`config.mk`:
```
export PLATFORM = sky130hd
export DESIGN_NAME = bus_target_decoder
export DESIGN_NICKNAME = d
export VERILOG_FILES = /design/src/rtl/bus_target_pkg.sv /design/src/rtl/cfg_addr_check.sv /design/src/rtl/cmd_classifier.sv /design/src/rtl/phase_tracker.sv /design/src/rtl/bus_target_decoder.sv
export SDC_FILE = /design/constraint.sdc
export NUM_CORES = 1
export LEC_CHECK = 0
export CAP_MARGIN = 10
export CORE_ASPECT_RATIO = 0.5
export CORE_MARGIN = 2
export CORE_UTILIZATION = 28
export DETAILED_ROUTE_END_ITERATION = 10
export PLACE_DENSITY = 0.8
export SYNTH_ARGS = -nofsm -noshare
export SYNTH_HDL_FRONTEND = slang
export SYNTH_SLANG_ARGS = --single-unit
export TNS_END_PERCENT = 50
```
`constraint.sdc`:
```
create_clock -name clk -period 1.69 [get_ports clk]
set_input_delay 0.338 -clock clk [delete_from_list [all_inputs] [get_ports clk]]
set_output_delay 0.338 -clock clk [all_outputs]
set_load 0.01 [all_outputs]
```
`src/rtl/bus_target_pkg.sv`:
```
// Shared types for the bus target decoder.
// Assumes the 4-bit command nibble of a parallel PCI/PCI-X bus.
package bus_target_pkg;

    typedef enum logic [2:0] {
        OP_NONE     = 3'd0,
        OP_CFG_RD   = 3'd1,
        OP_CFG_WR   = 3'd2,
        OP_MEM_WR   = 3'd3,
        OP_BLK_RD   = 3'd4,
        OP_BLK_WR   = 3'd5
    } op_e;

    localparam logic [3:0] CMD_MEM_WR    = 4'b0111;
    localparam logic [3:0] CMD_ALIAS_RD  = 4'b1000;
    localparam logic [3:0] CMD_ALIAS_WR  = 4'b1001;
    localparam logic [3:0] CMD_CFG_RD    = 4'b1010;
    localparam logic [3:0] CMD_CFG_WR    = 4'b1011;
    localparam logic [3:0] CMD_BLK_RD    = 4'b1110;
    localparam logic [3:0] CMD_BLK_WR    = 4'b1111;

endpackage

```
`src/rtl/cfg_addr_check.sv`:
```
// Checks the address phase of a configuration cycle: the device must be
// selected, the access type bits must be 00, and the function number must
// match the single implemented function. Higher address bits are ignored.
// Assumes FUNC_W + 8 <= width of the address slice handed in.
module cfg_addr_check #(
    parameter int FUNC_W   = 3,
    parameter int IDX_W    = 6,
    parameter int MY_FUNC  = 0,
    localparam int LOW_W   = 2 + IDX_W + FUNC_W
) (
    input  logic              idsel,
    input  logic [LOW_W-1:0]  ad_low,
    output logic              cfg_hit,
    output logic [IDX_W-1:0]  cfg_idx
);

    localparam int FUNC_LSB = 2 + IDX_W;

    // Combine select, type bits and function number into one hit flag.
    always_comb begin
        cfg_hit = idsel
               && (ad_low[1:0] == 2'b00)
               && (ad_low[LOW_W-1:FUNC_LSB] == FUNC_W'(MY_FUNC));
        cfg_idx = ad_low[FUNC_LSB-1:2];
    end

endmodule

```
`src/rtl/cmd_classifier.sv`:
```
// Maps a command nibble onto a canonical operation, folding the alias
// commands onto the block commands and gating block transfers by bus mode.
// Assumes cfg_hit already reflects the configuration address rules.
module cmd_classifier
    import bus_target_pkg::*;
(
    input  logic [3:0] cmd,
    input  logic       pcix,
    input  logic       cfg_hit,
    output logic       accept,
    output op_e        op
);

    // Decode command, mode and address qualification into accept + op.
    always_comb begin
        accept = 1'b0;
        op     = OP_NONE;
        unique case (cmd)
            CMD_CFG_RD: if (cfg_hit) begin accept = 1'b1; op = OP_CFG_RD; end
            CMD_CFG_WR: if (cfg_hit) begin accept = 1'b1; op = OP_CFG_WR; end
            CMD_MEM_WR: begin accept = 1'b1; op = OP_MEM_WR; end
            CMD_BLK_RD, CMD_ALIAS_RD: if (pcix) begin accept = 1'b1; op = OP_BLK_RD; end
            CMD_BLK_WR, CMD_ALIAS_WR: if (pcix) begin accept = 1'b1; op = OP_BLK_WR; end
            default: begin accept = 1'b0; op = OP_NONE; end
        endcase
    end

endmodule

```
`src/rtl/phase_tracker.sv`:
```
// Tracks the bus transaction: flags the address edge, the first data edge
// and the return to idle. Assumes frame_n/irdy_n are already synchronous.
module phase_tracker (
    input  logic clk,
    input  logic rst_n,
    input  logic frame_n,
    input  logic irdy_n,
    output logic addr_edge,
    output logic data_edge,
    output logic end_edge,
    output logic busy
);

    logic first_data;

    // Edge qualifiers seen by the output registers.
    always_comb begin
        addr_edge = !busy && !frame_n;
        end_edge  = busy && frame_n && irdy_n;
        data_edge = busy && first_data && !end_edge;
    end

    // Busy/first-data state across the transaction.
    always_ff @(posedge clk) begin
        if (!rst_n) begin
            busy       <= 1'b0;
            first_data <= 1'b0;
        end else if (addr_edge) begin
            busy       <= 1'b1;
            first_data <= 1'b1;
        end else if (end_edge) begin
            busy       <= 1'b0;
            first_data <= 1'b0;
        end else if (data_edge) begin
            first_data <= 1'b0;
        end
    end

    AST_ADDR_ONLY_IDLE: assert property (@(posedge clk) disable iff (!rst_n)
        addr_edge |=> busy);
    AST_END_GOES_IDLE: assert property (@(posedge clk) disable iff (!rst_n)
        end_edge |=> !busy);

endmodule

```
`src/rtl/bus_target_decoder.sv`:
```
// Address-phase decoder for a single-function bus target. Registers the
// claim, operation and configuration register index at the address edge,
// the byte lanes at the first data edge, and clears everything when the
// bus goes idle. Assumes one function (number 0) and target-only use.
module bus_target_decoder
    import bus_target_pkg::*;
#(
    parameter int AD_W   = 64,
    parameter int BE_W   = 4,
    parameter int FUNC_W = 3,
    parameter int IDX_W  = 6,
    localparam int LOW_W = 2 + IDX_W + FUNC_W
) (
    input  logic              clk,
    input  logic              rst_n,
    input  logic              frame_n,
    input  logic              irdy_n,
    input  logic              idsel,
    input  logic              pci_x_mode,
    input  logic [AD_W-1:0]   ad,
    input  logic [BE_W-1:0]   cbe_n,
    output logic              claim,
    output logic [2:0]        op,
    output logic [IDX_W-1:0]  reg_idx,
    output logic [BE_W-1:0]   byte_en
);

    logic             addr_edge, data_edge, end_edge, busy;
    logic             cfg_hit, accept;
    logic [IDX_W-1:0] cfg_idx;
    op_e              op_next;

    phase_tracker u_phase (
        .clk       (clk),
        .rst_n     (rst_n),
        .frame_n   (frame_n),
        .irdy_n    (irdy_n),
        .addr_edge (addr_edge),
        .data_edge (data_edge),
        .end_edge  (end_edge),
        .busy      (busy)
    );

    cfg_addr_check #(.FUNC_W(FUNC_W), .IDX_W(IDX_W), .MY_FUNC(0)) u_cfg (
        .idsel   (idsel),
        .ad_low  (ad[LOW_W-1:0]),
        .cfg_hit (cfg_hit),
        .cfg_idx (cfg_idx)
    );

    cmd_classifier u_cls (
        .cmd     (cbe_n[3:0]),
        .pcix    (pci_x_mode),
        .cfg_hit (cfg_hit),
        .accept  (accept),
        .op      (op_next)
    );

    // Capture decode at the address edge; clear at idle.
    always_ff @(posedge clk) begin
        if (!rst_n || end_edge) begin
            claim   <= 1'b0;
            op      <= OP_NONE;
            reg_idx <= '0;
        end else if (addr_edge) begin
            claim   <= accept;
            op      <= op_next;
            reg_idx <= (accept && (op_next == OP_CFG_RD || op_next == OP_CFG_WR))
                       ? cfg_idx : '0;
        end
    end

    // Capture active-high byte lanes at the first data edge of a claimed cycle.
    always_ff @(posedge clk) begin
        if (!rst_n || end_edge) begin
            byte_en <= '0;
        end else if (data_edge && claim) begin
            byte_en <= ~cbe_n;
        end
    end

    AST_CLAIM_MEANS_OP: assert property (@(posedge clk) disable iff (!rst_n)
        claim |-> (op != OP_NONE));
    AST_CFG_NEEDS_SEL: assert property (@(posedge clk) disable iff (!rst_n)
        ($rose(claim) && (op == OP_CFG_RD || op == OP_CFG_WR))
        |-> ($past(idsel) && $past(ad[1:0]) == 2'b00));
    AST_BLK_NEEDS_PCIX: assert property (@(posedge clk) disable iff (!rst_n)
        ($rose(claim) && (op == OP_BLK_RD || op == OP_BLK_WR))
        |-> $past(pci_x_mode));
    AST_HOLD_STABLE: assert property (@(posedge clk) disable iff (!rst_n)
        ($past(busy) && busy) |-> ($stable(claim) && $stable(op) && $stable(reg_idx)));
    AST_IDLE_CLEARS: assert property (@(posedge clk) disable iff (!rst_n)
        ($past(busy) && $past(frame_n) && $past(irdy_n)) |-> (!claim && byte_en == '0));
    AST_NO_LANES_UNCLAIMED: assert property (@(posedge clk) disable iff (!rst_n)
        !claim |-> (byte_en == '0));

endmodule

```
* Yosys cells after proc, flatten, opt, wreduce, memory -nomap -nowiden *
Index checks and enable logic that the tools add are counted.

storage, ports and cells
  word-level logic and storage cells = 53
  flip-flop bits (word level) = 16
  input bits = 74
  output and inout port bits = 14

operators by class
  reductions and logical operators = 23
  mux-type cells = 14
  eq/ne operators = 9
  bitwise gates (word level) = 1

operators by type and width
  operator                                                               count
  4-bit equality test, second input constant                             6
  3-bit one-hot mux with 5 select lines                                  1
  1-bit logical AND                                                      9
  1-bit two-way mux                                                      8
  3-bit two-way mux                                                      2
  6-bit two-way mux                                                      1
  2-bit OR reduction                                                     3
  4-bit by 3-bit equality test with 1-bit output, second input constant  1
  1-bit logical NOT                                                      4
  4-bit NOT                                                              1
  4-bit OR reduction                                                     1
  3-bit by 1-bit equality test with 1-bit output, second input constant  1
  3-bit by 2-bit equality test with 1-bit output, second input constant  1
  3-bit logical NOT                                                      1
  1-bit one-hot mux with 3 select lines                                  1
  3-bit nonzero test                                                     1
  2-bit logical NOT                                                      1
  1-bit logical OR                                                       2
  2-bit two-way mux                                                      1
  2-bit nonzero test                                                     1

* Longest topological paths before layout *
  depth after elaboration = 9
  mapped depth = 5
  gate-level depth less buffers = 3

* Cells and area by module *
Synthesis repeated with hierarchy kept, for this count alone.

unflattened totals
  cells, all modules = 91
  area, all modules = 797.0 um^2

by module, submodules not included
  module              instances  area an instance (um^2)  cells each  sequential area each (um^2)
  bus_target_decoder  1          535.5                    58          280.3
  cmd_classifier      1          103.8                    15          0.0
  phase_tracker       1          92.6                     10          40.0
  cfg_addr_check      1          65.1                     8           0.0

* Least setup slack after synthesis *
Ideal clock, no wire load.

  path kind = register to register
  from = reg u_phase.busy
  to = reg byte_en[0]
  required time = 1,560 ps
  buffers on the path = 2
  slack = 511 ps
  library setup time = 130 ps
  period minus slack after synthesis = 1,179 ps
  stages on the path, launching flop included = 6
  data arrival time = 1,050 ps
  path through = dfxtp_1 -> buf_2 -> inv_1 -> o21ai_1 -> buf_2 -> a211oi_1

on the way
  word-level cells in the longest chain between the ends = 5
  elaborated cells between the ends (all ways) = 7
  those cells by class = reduce/logical: 7

ends and longest elaborated chain
  element                         line                      text
  start: declaration              phase_tracker.sv:11       output logic busy
  start signal: assignment        phase_tracker.sv:26       busy <= 1'b0;
  start signal: assignment        phase_tracker.sv:29       busy <= 1'b1;
  start signal: assignment        phase_tracker.sv:32       busy <= 1'b0;
  1-bit logical AND (2 in a row)  phase_tracker.sv:19       end_edge = busy && frame_n && irdy_n;
  1-bit logical NOT               phase_tracker.sv:20       data_edge = busy && first_data && !end_edge;
  1-bit logical AND               phase_tracker.sv:20
  1-bit logical AND               bus_target_decoder.sv:77  end else if (data_edge && claim) begin
  end signal: assignment          bus_target_decoder.sv:78  byte_en <= ~cbe_n;
  end: declaration                bus_target_decoder.sv:25  output logic [BE_W-1:0] byte_en

Several ways; a longest one is shown, not always the timed one.
A chain may end at the register's enable or synchronous reset.

* Worst setup path in the final report *
  from = reg claim
  to = out claim

RTL lines
  element                   line                      text
  start: declaration        bus_target_decoder.sv:22  output logic claim,
  start signal: assignment  bus_target_decoder.sv:66  claim <= accept;

No word-level cell between the ends.

==> impl_metrics.ini <==
[run_status]
status = finished, final reports clean

[floorplan]
rows = 13
die-area_um2 = 3368
die_h_um = 42.05
start_util_pct = 30.39
io_pins = 88
fp.dieW_um = 80.10
core_um2 = 2668

[cts]
clkTransAtPathRegs_ns = 0.07
cts_setup_buffers = 0
cts_buffers = 3
post_cts_resized = 0
clock_sinks = 16
clockBufferDepth = 2
cts-root-buf = clkbuf_8
cts-htree-levels = 1
clk-insertion-delay-late_ns = 0.26
postCtsHoldBufs = 0
cts_tree = done

[drt]
firstDrtPassIters = 4
num_vias = 832
drt-total-wl_um = 2119
wl_per_cell_um = 12.54
drt_iter0_drc = 14
drt-vias-per-instance = 4.923
drc = 0
ant_nets = 0

[setup_path]
r2r-end = byte_en[0]
reg2reg_slack_ns = 0.27
crit_path_max_incr_delay_ns = 0.55
crit_type = reg -> out
cp.required_ns = 1.35
critical-path-top-delay-family = buffers and inverters
timing.critical_path.buf_inv = 1
cp-endpoint = claim
crit_cells = 1
endpoint_kind = output port
cpMaxStageDelayCell = clkdlybuf4s50_1
regToRegStartpoint = u_phase.busy
worst_setup_path_start_kind = flop
rr_worst_depth = 3
crit_chain = clkdlybuf4s50_1
critPathLaunch = claim
critPathArrivalTime_ns = 1.19
crit_path_max_fanout = 4

[logic_synthesis]
syn_inst = 89
synth_edf_count = 0
synth_area_per_cell_um2 = 9.110
ys_ff_latch = 16
ys.flop_type = dfxtp_1
netlist.area_leader.share_pct = 39.51
ys_seq_area_share_pct = 39.51
ys_warn_count = 0
ys_types = 31
synth_area_leaders = dfxtp_1, a21oi_1, nor3b_1
syn_nets = 163
async_flop_share_pct = 0
yosysTopAreaCell = dfxtp_1
syn_area_um2 = 810.8

[finish]
final_common_cell = clkdlybuf4s50_1
mostFrequentLayoutCells = clkdlybuf4s50_1, dfxtp_1, a21oi_1, buf_4, nand2_1
final_layout_size_suffix_gt1_share_pct = 17.42
diodes = 0
stdcell_area_um2 = 1300
areaGrowthSynthToFinish_pct = 60.34
nNetsFinal = 207
fillers = 246

[sta]
hold_viol = 0
worst_pin_slew_ns = 0.4225
slew_headroom_pct = 71.79
setup_viol = 0
finalCriticalPeriod_ns = 1.531
finalCritPeriodShare_pct = 90.57
fmax_mhz = 653.3
clock_skew_ns = 0.007505
final-max-slew-violation-count = 0
rsz0062_at_grt = no

[pwr]
ir_drop_mv = 0.2514
p_leak_nw = 0.4601
power_mw = 0.9031
power_density_nw_per_um2 = 694.7

[grt]
grt_antenna_before_repair = 0
grt_pass1_wl_um = 3705
track_usage_pct = 14.12
grt_overflow = 0
grt_max_degree = 13
first_global_vias = 858

[placement]
place.detailed.hpwl_um = 1653
portBuffers = 34
place_congestion = 0.7770
dpl_cell_area_um2 = 1245

[worst_hold_path]
hold_path.class = reg -> reg

[run]
drv_cap = 0
[through the flow]
stage	setup slack [ns]	util (%)	setup TNS [ns]	hold slack [ns]	cells
global placement	0.01636	46.67	0	0.4421	165
CTS	0.1603	48.73	0	0.4560	169
floorplan	0.5108	-	0	0.4346	89
global route	0.1214	48.73	0	0.4843	169
detailed placement	-0.009950	46.67	-0.009950	0.4457	165
finish	0.1594	48.73	0	0.4489	169
[routing by layer]
metal	track usage [%]	share of wire [%]
met4	5.763	1.6
met3	4.526	5.7
met2	24.67	51
met1	16.01	41
met5	0	0
[area by class of cell]
| type | instances | area (µm²) | area share [%] |
|---|---|---|---|
| Inverter | 3 | 11.26 | 0.8662 |
| Clock buffer | 4 | 55.05 | 4.235 |
| Sequential cell | 16 | 320.3 | 24.64 |
| Tap cell | 37 | 46.29 | 3.561 |
| Timing Repair Buffer | 45 | 422.9 | 32.53 |
| Multi-Input combinational cell | 64 | 444.2 | 34.17 |
[synth_stat cells (2+ instances only)]
cell / number
a211oi_1: 4
a21oi_1: 11
buf_2: 4
dfxtp_1: 16
inv_1: 3
nand2_1: 10
nand4_1: 7
nor2_1: 3
nor3b_1: 7
o211a_1: 2
o221ai_1: 2
[registers in the layout, indices dropped and copies added, names as in the netlist]
signal              cells
claim                   1
byte_en                 4
u_phase.first_data      1
reg_idx                 6
u_phase.busy            1
op                      3
[worst min-delay path, cell delays in order, from the launching register on]
cell,delay [ns]
dfxtp_1,0.31
nand2_1,0.05
a21oi_1,0.05
[where the power goes]
| part | total, mW | internal (mW) | switching [mW] |
|---|---|---|---|
| Clock | 0.343 | 0.207 | 0.136 |
| Combinational | 0.163 | 0.0956 | 0.0671 |
| Sequential | 0.398 | 0.387 | 0.0108 |
| Total | 0.903 | 0.690 | 0.214 |
[kinds of logic (layout without fill, tap and decap cells)]
| kind of cell | count (synthesis) | in the layout | share of synthesized area, % |
|---|---|---|---|
| AO/OA/AOI/OAI | 26 | 26 | 22.99 |
| XOR/XNOR | 1 | 1 | 1.080 |
| buffers and inverters | 9 | 52 | 5.709 |
| flip-flops | 16 | 16 | 39.51 |
| AND/OR/NAND/NOR | 37 | 37 | 30.71 |
[how the worst min path moves through the flow]
stage,cells after the start,from,to
floorplan,1,cbe_n[0],byte_en[0]
global route,2,reg_idx[4],reg_idx[4]
finish,2,reg_idx[1],reg_idx[1]
detailed placement,2,reg_idx[1],reg_idx[1]
CTS,2,reg_idx[1],reg_idx[1]
global placement,2,reg_idx[1],reg_idx[1]
(Power assumes the default switching activity.)
